[config.mk]
export PLATFORM = sky130hd
export DESIGN_NAME = cto_monitor_top
export DESIGN_NICKNAME = d
export VERILOG_FILES = /design/src/rtl/cto_pkg.sv /design/src/rtl/cto_limit_dec.sv /design/src/rtl/cto_cycle_cnt.sv /design/src/rtl/cto_status_reg.sv /design/src/rtl/cto_monitor_top.sv
export SDC_FILE = /design/constraint.sdc
export NUM_CORES = 1
export LEC_CHECK = 0
export ABC_AREA = 1
export BUFFER_PORTS_ARGS = -buffer_cell sky130_fd_sc_hd__buf_2
export CAP_MARGIN = 20
export CORE_MARGIN = 3
export CORE_UTILIZATION = 41
export DETAILED_ROUTE_END_ITERATION = 8
export GPL_ROUTABILITY_DRIVEN = 0
export HOLD_SLACK_MARGIN = 0.12
export SLEW_MARGIN = 20
export SYNTH_ARGS = -nofsm -noshare
export SYNTH_HDL_FRONTEND = slang
export SYNTH_SLANG_ARGS = --single-unit
[constraint.sdc]
create_clock -name clk -period 2.4 [get_ports clk]
set_input_delay 0.48 -clock clk [delete_from_list [all_inputs] [get_ports clk]]
set_output_delay 0.48 -clock clk [all_outputs]
set_load 0.05 [all_outputs]
[src/rtl/cto_pkg.sv]
package cto_pkg;

  typedef enum logic [1:0] {
    PER_SHORT = 2'b00,
    PER_MID   = 2'b01,
    PER_LONG  = 2'b10,
    PER_NONE  = 2'b11
  } per_code_e;

  localparam logic [1:0] SIZE_NONE = 2'b11;

  function automatic int cycles_for_us(input int clk_khz, input int us);
    return (clk_khz * us + 500) / 1000;
  endfunction

endpackage

[src/rtl/cto_limit_dec.sv]
module cto_limit_dec
  import cto_pkg::*;
#(
  parameter int CW      = 13,
  parameter int LIM_S   = 1067,
  parameter int LIM_M   = 2134,
  parameter int LIM_L   = 4268
) (
  input  logic [1:0]    per_sel_n,
  output logic [CW-1:0] limit,
  output logic          no_limit
);

  always_comb begin
    no_limit = 1'b0;
    case (per_code_e'(per_sel_n))
      PER_SHORT: limit = CW'(LIM_S);
      PER_MID:   limit = CW'(LIM_M);
      PER_LONG:  limit = CW'(LIM_L);
      default: begin
        limit    = '1;
        no_limit = 1'b1;
      end
    endcase
  end

endmodule

[src/rtl/cto_cycle_cnt.sv]
module cto_cycle_cnt #(
  parameter int CW = 13
) (
  input  logic          clk,
  input  logic          rst_n,
  input  logic          strobe_n,
  input  logic [CW-1:0] limit,
  input  logic          no_limit,
  output logic          err_q,
  output logic          err_rise
);

  logic [CW-1:0] cnt_q;
  logic [CW:0]   cnt_plus;
  logic          held;
  logic          expire;

  assign held     = ~strobe_n;
  assign cnt_plus = {1'b0, cnt_q} + 1'b1;
  // expiry uses the limit presented this cycle, so a period change acts at once
  assign expire   = held & ~no_limit & (cnt_plus >= {1'b0, limit});
  assign err_rise = expire & ~err_q;

  always_ff @(posedge clk or negedge rst_n) begin
    if (!rst_n) begin
      cnt_q <= '0;
      err_q <= 1'b0;
    end else begin
      if (!held)
        cnt_q <= '0;
      else if (cnt_q != '1)
        cnt_q <= cnt_plus[CW-1:0];
      err_q <= held & (err_q | expire);
    end
  end

endmodule

[src/rtl/cto_status_reg.sv]
module cto_status_reg
  import cto_pkg::*;
(
  input  logic       clk,
  input  logic       rst_n,
  input  logic       err_rise,
  input  logic [1:0] size_ack_n,
  input  logic       wr_viol,
  input  logic       clr_stat,
  output logic       stat_timeout,
  output logic       stat_wr_viol,
  output logic [1:0] stat_size_n
);

  // set events are applied after the clear so they win on a shared edge
  always_ff @(posedge clk or negedge rst_n) begin
    if (!rst_n) begin
      stat_timeout <= 1'b0;
      stat_wr_viol <= 1'b0;
      stat_size_n  <= SIZE_NONE;
    end else begin
      if (clr_stat) begin
        stat_timeout <= 1'b0;
        stat_wr_viol <= 1'b0;
        stat_size_n  <= SIZE_NONE;
      end
      if (err_rise) begin
        stat_timeout <= 1'b1;
        stat_size_n  <= size_ack_n;
      end
      if (wr_viol)
        stat_wr_viol <= 1'b1;
    end
  end

endmodule

[src/rtl/cto_monitor_top.sv]
module cto_monitor_top
  import cto_pkg::*;
#(
  parameter int CLK_KHZ  = 16670,
  parameter int US_SHORT = 64
) (
  input  logic       clk,
  input  logic       rst_n,
  input  logic       strobe_n,
  input  logic [1:0] per_sel_n,
  input  logic [1:0] size_ack_n,
  input  logic       wr_viol,
  input  logic       clr_stat,
  output logic       err_n,
  output logic       stat_timeout,
  output logic       stat_wr_viol,
  output logic [1:0] stat_size_n
);

  localparam int LIM_S = cycles_for_us(CLK_KHZ, US_SHORT);
  localparam int LIM_M = cycles_for_us(CLK_KHZ, 2 * US_SHORT);
  localparam int LIM_L = cycles_for_us(CLK_KHZ, 4 * US_SHORT);
  localparam int CW    = $clog2(LIM_L + 1) + 1;

  logic [CW-1:0] limit;
  logic          no_limit;
  logic          err_q;
  logic          err_rise;

  cto_limit_dec #(
    .CW(CW), .LIM_S(LIM_S), .LIM_M(LIM_M), .LIM_L(LIM_L)
  ) u_dec (
    .per_sel_n (per_sel_n),
    .limit     (limit),
    .no_limit  (no_limit)
  );

  cto_cycle_cnt #(.CW(CW)) u_cnt (
    .clk      (clk),
    .rst_n    (rst_n),
    .strobe_n (strobe_n),
    .limit    (limit),
    .no_limit (no_limit),
    .err_q    (err_q),
    .err_rise (err_rise)
  );

  cto_status_reg u_stat (
    .clk          (clk),
    .rst_n        (rst_n),
    .err_rise     (err_rise),
    .size_ack_n   (size_ack_n),
    .wr_viol      (wr_viol),
    .clr_stat     (clr_stat),
    .stat_timeout (stat_timeout),
    .stat_wr_viol (stat_wr_viol),
    .stat_size_n  (stat_size_n)
  );

  assign err_n = ~err_q;

endmodule

==> impl_metrics.toml <==
[final_layout]
finalNonFillerCells = 269
layout_common_cells = "nand2_1, inv_1, buf_4"
nFillCells = 312
antenna_cells = 0
mostFrequentLayoutCell = "nand2_1"
final_nets = 255
drive_above_1_share_pct = 31.11
area_growth_pct = 27.03

[floorplanning]
initial_core_util_pct = 45.23
core.rowCount = 20
core_mm2 = 0.003203
boundaryPins = 14
die_width_um = 65.45
die_y_um = 65.45
die_area_mm2 = 0.004283

[grt]
grt_use_total_pct = 16.79
grt_remaining_overflow = 0
antenna_found_initial = 0
grt_max_degree = 20
grt_pass1_wl_um = 5513
grt_pass1_vias = 1254

[synth]
avgSynthCellArea_um2 = 7.748
synth_top_cell_by_area = "dfrtp_1"
ys_seq_area_share_pct = 32.99
yosysWarnings = 0
synthDominantCellAreaShare_pct = 29.36
async_reset_ff_share_pct = 100.0
yosys_most_used_dff = "dfrtp_1"
ys_seq_elements = 19
synthesis.instances = 187
netlist_area_mm2 = 0.001449
synthTopCellsByArea = "dfrtp_1, ha_1, nand2_1, inv_1, dfstp_2"
synth_edf_count = 0
synthDistinctLibCells = 27
synth_nets = 216

[clock_network]
cts_root_buf = "clkbuf_4"
numCtsBuffers = 3
htree_levels = 1
path_clk_slew_ns = 0.12
cts_tree = "built"
cts.sinks = 19
clockBufferDepth = 2
clock_latency_ns = 0.31

[route]
drcViolationCount = 0
drt_iter0_markers = 18
via_per_inst = 4.781
via_count = 1286
finalWirelength_um = 3306
drt_pass1_iterations = 4
routedWlPerCell_um = 12.29
ant_nets = 0

[power_and_ir_drop]
p_leak_nw = 1.076
ir_worst_vdd_mv = 0.2568
power_density_mw_per_mm2 = 338.4

[placed_design]
dp.cells = 255
numPortBuffers = 13
dp_hpwl_um = 2499

[outcome]
failed_checks = "negative setup slack"
status = "finished, violations left"

[sta]
rsz0062_at_grt = "true"
hold_ws_ns = 0.3357
fin_crit_sh_pct = 104.4
fin_skew_ns = 0.01475
relSlewSlack_pct = 71.39
setup-violations-final = 4
hold_viol_final = 0
fmax_mhz = 399.0
worstMarginPinSlew_ns = 0.4292
final_max_slew_viol_count = 0
finalCriticalPeriod_ns = 2.506
fin_ws_ns = -0.1064

[critical_path]
worstPathMaxFanout = 3
cp_data_required_time_ns = 2.61
crit_arrival_ns = 2.72
crit_type = "flip-flop to flip-flop"
start_kind = "flip-flop"
worstSetupEndpointType = "flip-flop"

[run]
drv_cap = 0

[hold_path]
min_path_type = "input pin to flip-flop"
==> sequential cells by signal (all words and copies together) (netlist names) <==
signal,flops
u_cnt.err_q,1
u_cnt.cnt_q,14
u_stat.stat_wr_viol,1
u_stat.stat_timeout,1
u_stat.stat_size_n,2
==> path summary, 6_finish.rpt <==
kind,to,cells past startpoint,slack [ns],startpoint
worst max-delay path,u_cnt.cnt_q[0]$_DFFE_PN0P_,15,-0.11,u_cnt.cnt_q[1]$_DFFE_PN0P_
worst min-delay path,u_stat.stat_wr_viol$_DFFE_PN0P_,2,0.34,wr_viol
worst max register to register,u_cnt.cnt_q[0]$_DFFE_PN0P_,15,-0.11,u_cnt.cnt_q[1]$_DFFE_PN0P_
worst min register to register,u_stat.stat_timeout$_DFFE_PN0P_,2,0.49,u_stat.stat_timeout$_DFFE_PN0P_
max in group asynchronous,u_stat.stat_size_n[1]$_DFFE_PN1P_,2,1.43,rst_n
min in group asynchronous,u_cnt.cnt_q[3]$_DFFE_PN0P_,2,0.62,rst_n
==> cells by family (layout without fill, tap and decap cells) <==
family	after synthesis	count (layout)	share of synthesized area, %
AO/OA/AOI/OAI	16	16	6.390
XOR/XNOR	7	7	4.232
adder cells (fa/ha/maj)	20	20	17.27
buffers and inverters	32	70	9.326
flip-flops	19	19	32.99
multiplexers	1	1	0.7771
AND/OR/NAND/NOR	92	92	29.02
==> final cells by class <==
type / count / area, µm² / area share [%]
multi-input combinational: 136 / 923.4 / 50.17
sequential: 19 / 478.0 / 25.97
timing repair buffer: 36 / 244.0 / 13.26
inverter: 30 / 112.6 / 6.118
tap: 44 / 55.05 / 2.991
clock buffer: 3 / 22.52 / 1.224
clock inverter: 1 / 5.005 / 0.2719
==> metrics by stage <==
stage	util [%]	area (µm²)	setup slack, ns	power, mW	TNS [ns]
3_3_place_gp	51.33	1644	-0.02875	0.4458	-0.05739
6_report	57.46	1841	-0.1064	0.6228	-0.2782
2_1_floorplan	-	1449	0.01506	0.4107	0
5_1_grt	57.46	1841	-0.2913	0.6649	-1.119
3_5_place_dp	51.33	1644	-0.1211	0.4507	-0.2342
4_1_cts	55.63	1782	-0.05746	0.6246	-0.1028
==> critical path, stage by stage (launching register included) <==
cell and delay [ns]:
dfrtp_1 0.41, ha_2 0.20, nand3_2 0.10, nor2_4 0.14
nand2_4 0.08, nor2_4 0.12, nand2_2 0.09, buf_4 0.15
buf_6 0.11, buf_4 0.12, buf_4 0.12, buf_4 0.12
buf_4 0.13, nor3_4 0.17, nor2_2 0.06, mux2_4 0.27
==> synthesized netlist by cell type, types with 2 or more instances <==
master / n
nand2_1: 54
inv_1: 29
ha_1: 20
dfrtp_1: 17
nor2_1: 12
nand3_1: 10
xor2_1: 6
a21oi_1: 5
o21ai_1: 5
nand2_2: 4
nor2_2: 3
a21o_1: 2
buf_6: 2
dfstp_2: 2
nand4_1: 2
nor2_4: 2
o21ai_0: 2
==> repair_timing <==
| item | CTS | global route |
|---|---|---|
| cloned | 0 | 0 |
| hold endpoints to repair | 17 | 0 |
| hold buffers | 1 | 0 |
| buffers inserted | 6 | 4 |
| gates resized for setup | 10 | 9 |
| endpoints found under the setup margin | 3 | 6 |
| pin swaps | 2 | 5 |
==> per-layer routing <==
| layer | track usage [%] | up-vias | part of all wire (%) |
|---|---|---|---|
| li1 | - | 665 | - |
| met1 | 20.86 | 598 | 46 |
| met2 | 28.57 | 17 | 50 |
| met3 | 3.761 | 6 | 2.1 |
| met4 | 5.699 | 0 | 1.8 |
| met5 | 0 | - | 0 |
==> power breakdown <==
part	internal [mW]	switching (mW)
Sequential	0.329	0.00564
Clock	0.0623	0.105
Combinational	0.0467	0.0737
Total	0.438	0.184
(Power assumes the default switching activity.)
